$ cat src/rtl/mult_pkg.sv
package mult_pkg;
  typedef struct packed {
    logic load;       // capture operands, clear partial product
    logic step;       // perform one add/shift iteration
    logic finalStep;  // this iteration handles the multiplier sign bit
  } mulCtrl_t;
endpackage

$ cat src/rtl/mult_control.sv
module mult_control
  import mult_pkg::*;
#(
  parameter int WIDTH = 8
) (
  input  logic     clk,
  input  logic     rstN,
  input  logic     start,
  output mulCtrl_t ctrl,
  output logic     busy,
  output logic     done
);
  localparam int CW = (WIDTH > 1) ? $clog2(WIDTH) : 1;
  localparam logic [CW-1:0] LAST = CW'(WIDTH - 1);

  logic          busyReg;
  logic          doneReg;
  logic [CW-1:0] stepCnt;

  always_comb begin
    ctrl.load      = start && !busyReg;
    ctrl.step      = busyReg;
    ctrl.finalStep = busyReg && (stepCnt == LAST);
  end

  always_ff @(posedge clk or negedge rstN) begin
    if (!rstN) begin
      busyReg <= 1'b0;
      doneReg <= 1'b0;
      stepCnt <= '0;
    end else begin
      doneReg <= ctrl.finalStep;
      if (ctrl.load) begin
        busyReg <= 1'b1;
        stepCnt <= '0;
      end else if (ctrl.finalStep) begin
        busyReg <= 1'b0;
        stepCnt <= '0;
      end else if (busyReg) begin
        stepCnt <= stepCnt + 1'b1;
      end
    end
  end

  assign busy = busyReg;
  assign done = doneReg;
endmodule

$ cat src/rtl/mult_datapath.sv
module mult_datapath
  import mult_pkg::*;
#(
  parameter int WIDTH = 8
) (
  input  logic               clk,
  input  logic               rstN,
  input  mulCtrl_t           ctrl,
  input  logic [WIDTH-1:0]   multiplicand,
  input  logic [WIDTH-1:0]   multiplier,
  output logic [2*WIDTH-1:0] product
);
  localparam int MSB = WIDTH - 1;

  logic [WIDTH-1:0] accReg;
  logic [WIDTH-1:0] qReg;
  logic [WIDTH-1:0] mReg;

  logic [WIDTH-1:0] addend;
  logic [WIDTH-1:0] sum;
  logic [WIDTH-1:0] aluOut;
  logic             doOp;
  logic             ovf;
  logic             signIn;

  always_comb begin
    // subtraction on the sign-bit step: acc + ~m + 1
    addend = ctrl.finalStep ? ~mReg : mReg;
    sum    = accReg + addend + {{(WIDTH-1){1'b0}}, ctrl.finalStep};
    doOp   = qReg[0];
    ovf    = doOp && (accReg[MSB] == addend[MSB]) && (sum[MSB] != accReg[MSB]);
    aluOut = doOp ? sum : accReg;
    signIn = aluOut[MSB] ^ ovf;
  end

  always_ff @(posedge clk or negedge rstN) begin
    if (!rstN) begin
      accReg <= '0;
      qReg   <= '0;
      mReg   <= '0;
    end else if (ctrl.load) begin
      accReg <= '0;
      qReg   <= multiplier;
      mReg   <= multiplicand;
    end else if (ctrl.step) begin
      accReg <= {signIn, aluOut[MSB:1]};
      qReg   <= {aluOut[0], qReg[MSB:1]};
    end
  end

  assign product = {accReg, qReg};
endmodule

$ cat src/rtl/signed_seq_mult.sv
module signed_seq_mult
  import mult_pkg::*;
#(
  parameter int WIDTH = 8
) (
  input  logic               clk,
  input  logic               rstN,
  input  logic               start,
  input  logic [WIDTH-1:0]   multiplicand,
  input  logic [WIDTH-1:0]   multiplier,
  output logic               busy,
  output logic               done,
  output logic [2*WIDTH-1:0] product
);
  mulCtrl_t ctrl;

  mult_control #(.WIDTH(WIDTH)) u_ctrl (
    .clk  (clk),
    .rstN (rstN),
    .start(start),
    .ctrl (ctrl),
    .busy (busy),
    .done (done)
  );

  mult_datapath #(.WIDTH(WIDTH)) u_dp (
    .clk         (clk),
    .rstN        (rstN),
    .ctrl        (ctrl),
    .multiplicand(multiplicand),
    .multiplier  (multiplier),
    .product     (product)
  );
endmodule

$ cat config.mk
export PLATFORM = sky130hd
export DESIGN_NAME = signed_seq_mult
export DESIGN_NICKNAME = d
export VERILOG_FILES = /design/src/rtl/mult_pkg.sv /design/src/rtl/mult_control.sv /design/src/rtl/mult_datapath.sv /design/src/rtl/signed_seq_mult.sv
export SDC_FILE = /design/constraint.sdc
export NUM_CORES = 1
export LEC_CHECK = 0
export CAP_MARGIN = 20
export CORE_MARGIN = 2
export CORE_UTILIZATION = 62
export DETAILED_ROUTE_END_ITERATION = 8
export DONT_BUFFER_PORTS = 1
export PLACE_DENSITY = 0.78
export SLEW_MARGIN = 0
export SYNTH_ARGS = -nofsm -noshare
export SYNTH_HDL_FRONTEND = slang
export SYNTH_SLANG_ARGS = --single-unit
$ cat constraint.sdc
create_clock -name clk -period 3.31 [get_ports clk]
set_input_delay 0.1655 -clock clk [delete_from_list [all_inputs] [get_ports clk]]
set_output_delay 0.1655 -clock clk [all_outputs]
set_load 0.005 [all_outputs]
==> metrics.txt <==
# TYPE chip_impl_metric gauge
chip_impl_info{name="run_status",value="complete, no violations"} 1
chip_impl_info{name="tritoncts",value="built"} 1
chip_impl_metric{name="dp_hpwl",unit="um"} 2420
chip_impl_metric{name="power.density_cell_area",unit="nW/um^2"} 1060
chip_impl_metric{name="syn_area_per_cell",unit="sq um"} 9.78
chip_impl_metric{name="global_route.usage.total",unit="%"} 24.1
chip_impl_metric{name="place.detailed.instances",unit=""} 193
chip_impl_metric{name="fmax",unit="GHz"} 0.361
chip_impl_metric{name="drtIter0Drc",unit=""} 42
chip_impl_metric{name="p_switching",unit="W"} 0.000866
chip_impl_metric{name="synth_compound_gate_area_share",unit="%"} 14.6
chip_impl_metric{name="avgViaCountPerCell",unit=""} 5.86
chip_impl_metric{name="peakVddDrop",unit="uV"} 634
chip_impl_metric{name="core-area",unit="sq um"} 2480
chip_impl_metric{name="htree_levels",unit=""} 2
chip_impl_metric{name="number_of_synthesized_register_bits",unit=""} 29
chip_impl_metric{name="timing.final.max_slew_violations",unit=""} 0
chip_impl_metric{name="antenna_found_initial",unit=""} 0
chip_impl_metric{name="timing.final.crit_period",unit="ns"} 2.77
chip_impl_info{name="rsz0062_at_grt",value="no"} 1
chip_impl_metric{name="cts.reportedPaths.clkPinSlew",unit="ns"} 0.09
chip_impl_metric{name="number_of_global_route_vias_before_repair",unit=""} 1277
chip_impl_metric{name="overflow",unit=""} 0
chip_impl_metric{name="port_buffers",unit=""} 0
chip_impl_info{name="end_kind",value="register"} 1
chip_impl_metric{name="share_clk_of_total_power",unit="%"} 11.5
chip_impl_info{name="worstSetupStartpointType",value="register"} 1
chip_impl_metric{name="number_of_remaining_drc_errors",unit=""} 0
chip_impl_metric{name="numClockSinks",unit=""} 29
chip_impl_metric{name="postSynth.asyncResetShare",unit="%"} 100
chip_impl_metric{name="syn_nets",unit=""} 197
chip_impl_metric{name="routabilityCongestion",unit=""} 0.961
chip_impl_metric{name="via_count",unit=""} 1231
chip_impl_metric{name="die_h",unit="um"} 55.3
chip_impl_metric{name="sequential_cell_area",unit="sq um"} 726
chip_impl_metric{name="grt_pass1_wl",unit="um"} 5730
chip_impl_metric{name="timing.final.hold_violations",unit=""} 0
chip_impl_metric{name="drt-wirelength-per-cell",unit="um"} 16.8
chip_impl_metric{name="drt-total-wl",unit="um"} 3540
chip_impl_metric{name="comb_power_share",unit="%"} 51.2
chip_impl_metric{name="floorplan.rows",unit=""} 18
chip_impl_metric{name="post_synth_num_cell_types",unit=""} 28
chip_impl_metric{name="top_level_pins",unit=""} 37
chip_impl_metric{name="synthAdderAreaFrac",unit="%"} 8.88
chip_impl_metric{name="detail_route.first_pass.iterations",unit=""} 4
chip_impl_metric{name="post_synth_edffs",unit=""} 0
chip_impl_metric{name="tritoncts.num_buffers",unit=""} 5
chip_impl_metric{name="post_layout_nets",unit=""} 210
chip_impl_info{name="path_class",value="register to register"} 1
chip_impl_info{name="final_cell_mix",value="nand2_1, dfrtp_1, o21ai_0"} 1
chip_impl_metric{name="critical_path_required",unit="ns"} 3.57
chip_impl_metric{name="multi_input_comb_area",unit="sq um"} 873
chip_impl_metric{name="cts-resized-gates",unit=""} 0
chip_impl_metric{name="worstPathMaxFanout",unit=""} 9
chip_impl_metric{name="switching_share",unit="%"} 44.8
chip_impl_metric{name="synth_warnings",unit=""} 0
chip_impl_metric{name="fp.dieW",unit="um"} 55.3
chip_impl_metric{name="muxShareOfSynthArea",unit="%"} 6.74
chip_impl_info{name="largest_family_of_logic_cells_by_synthesized_area",value="compound AO/OA/AOI/OAI gates"} 1
chip_impl_metric{name="fin_crit_sh",unit="%"} 83.7
chip_impl_metric{name="slew_at_the_pin_closest_to_its_max_slew_limit",unit="ns"} 0.583
chip_impl_info{name="cts_root_buffer",value="clkbuf_4"} 1
chip_impl_metric{name="internal_power",unit="W"} 0.00107
chip_impl_metric{name="clk_path_buf_depth",unit=""} 2
chip_impl_info{name="ys.flop_type",value="dfrtp_1"} 1
chip_impl_metric{name="report.final.setup_viol",unit=""} 0
chip_impl_metric{name="hold_ws",unit="ns"} 0.0341
chip_impl_metric{name="fillerInstances",unit=""} 185
chip_impl_metric{name="post_synth_instance_area",unit="sq um"} 1630
chip_impl_metric{name="layout-drive-gt1-share",unit="%"} 7.22
chip_impl_metric{name="post_synth_and_or_nand_nor_area_fraction",unit="%"} 14.6
chip_impl_info{name="layout.cells.most_common",value="nand2_1"} 1
chip_impl_metric{name="relSlewSlack",unit="%"} 61.1
chip_impl_metric{name="num_antenna_cells",unit=""} 0
chip_impl_metric{name="initial_core_util",unit="%"} 66.0
chip_impl_metric{name="max_cap_violations",unit=""} 0
chip_impl_metric{name="total_die_area",unit="sq um"} 3060
chip_impl_metric{name="seq_power_share",unit="%"} 37.3
chip_impl_metric{name="postSynthCellCount",unit=""} 167
chip_impl_metric{name="tns",unit="ns"} 0
chip_impl_metric{name="synthXorXnorAreaFrac",unit="%"} 8.58
chip_impl_metric{name="yosysSeqAreaShare",unit="%"} 44.4
chip_impl_info{name="worstHoldPathType",value="input port to register"} 1
chip_impl_metric{name="critical_path_arrival",unit="ns"} 3.03
chip_impl_metric{name="p_leak",unit="nW"} 0.874
chip_impl_metric{name="pin_count_of_the_biggest_net_entering_global_routing",unit=""} 32
chip_impl_metric{name="ant_nets",unit=""} 0
chip_impl_metric{name="instances_no_fill",unit=""} 210
chip_impl_metric{name="clk-insertion-delay-late",unit="ns"} 0.34
chip_impl_metric{name="max_clock_skew",unit="ns"} 0.00990
chip_impl_metric{name="synthToLayoutAreaGrowth",unit="%"} 11.6
path summary, 6_finish.rpt:
| kind | slack [ns] | depth (start not counted) | end | startpoint |
|---|---|---|---|---|
| min | 0.03 | 2 | u_dp.qReg[4]$_DFFE_PN0P_ | multiplier[4] |
| min reg2reg | 0.51 | 2 | u_dp.mReg[3]$_DFFE_PN0P_ | u_dp.mReg[3]$_DFFE_PN0P_ |
| min in group asynchronous | 0.25 | 2 | u_dp.accReg[6]$_DFFE_PN0P_ | rstN |
| max reg2reg | 0.54 | 11 | u_dp.accReg[5]$_DFFE_PN0P_ | u_ctrl.stepCnt[0]$_DFFE_PN0P_ |
| max | 0.54 | 11 | u_dp.accReg[5]$_DFFE_PN0P_ | u_ctrl.stepCnt[0]$_DFFE_PN0P_ |
| max in group asynchronous | 2.89 | 2 | u_dp.mReg[7]$_DFFE_PN0P_ | rstN |
power groups by stage:
stage	Combinational [W]	Clock [W]	Sequential, W
floorplan	0.000814	0	0.000663
global placement	0.000895	0	0.000715
detailed placement	0.000944	0	0.000728
CTS	0.000985	0.000226	0.000721
global route	0.00110	0.000239	0.000742
finish	0.000988	0.000221	0.000721
metrics by stage:
step | cell area, sq um | power, W | util [%] | worst slack (ns)
floorplan | 1630 | 0.00148 | - | 0.828
global placement | 1660 | 0.00161 | 67.0 | 0.752
detailed placement | 1660 | 0.00167 | 67.0 | 0.625
CTS | 1820 | 0.00193 | 73.6 | 0.575
global route | 1820 | 0.00208 | 73.6 | 0.364
finish | 1820 | 0.00193 | 73.6 | 0.539
area by class of cell:
cell class,instances,area share (%)
Clock buffer,7,3.02
Inverter,4,0.823
Multi-Input combinational cell,129,47.9
Sequential cell,29,39.8
Tap cell,30,2.06
Timing Repair Buffer,11,6.45
layer usage:
metal | track usage [%] | vias to the layer above | wire length (um)
met1 | 28.8 | 590 | 1480
met2 | 39.1 | 40 | 1750
met3 | 7.03 | 11 | 229
met4 | 12.9 | 0 | 76
li1 | - | 590 | -
met5 | 0 | - | 0
Yosys cell counts (all sizes together), types with 3 or more instances:
cell type	n	area, sq um
inv	4	15.0
xnor2	13	114
o221ai	3	32.5
dfrtp	29	726
mux2i	11	110
nor2	3	11.3
xor2	3	26.3
nand2	51	199
a21oi	5	25.0
ha	10	125
clkbuf	4	15.0
o21ai	16	91.3
critical path, stage by stage, from the launching register on:
cell and delay, ns:
dfrtp_1 0.41, ha_1 0.21, ha_1 0.24, nand2_4 0.17, xnor2_1 0.13, fa_1 0.45
a21o_1 0.18, a21oi_1 0.24, o21ai_0 0.17, xor2_1 0.23, mux2i_1 0.10, o21ai_0 0.17
cells by family after synthesis:
group / after synthesis
compound gates: 32
xor+xnor: 16
fa+ha+maj: 11
buf+inv: 9
flops: 29
mux: 11
simple gates: 59
timing repair:
action	CTS	global route
hold buffers	10	0
endpoints found under the hold margin	37	0
buffers inserted	0	0
setup endpoints to repair	0	0
registers in the layout (all words and copies together) (netlist names):
register	count
u_ctrl.busy	1
u_dp.accReg	8
u_dp.mReg	8
u_dp.qReg	8
u_ctrl.stepCnt	3
u_ctrl.done	1
(Power assumes the default switching activity.)
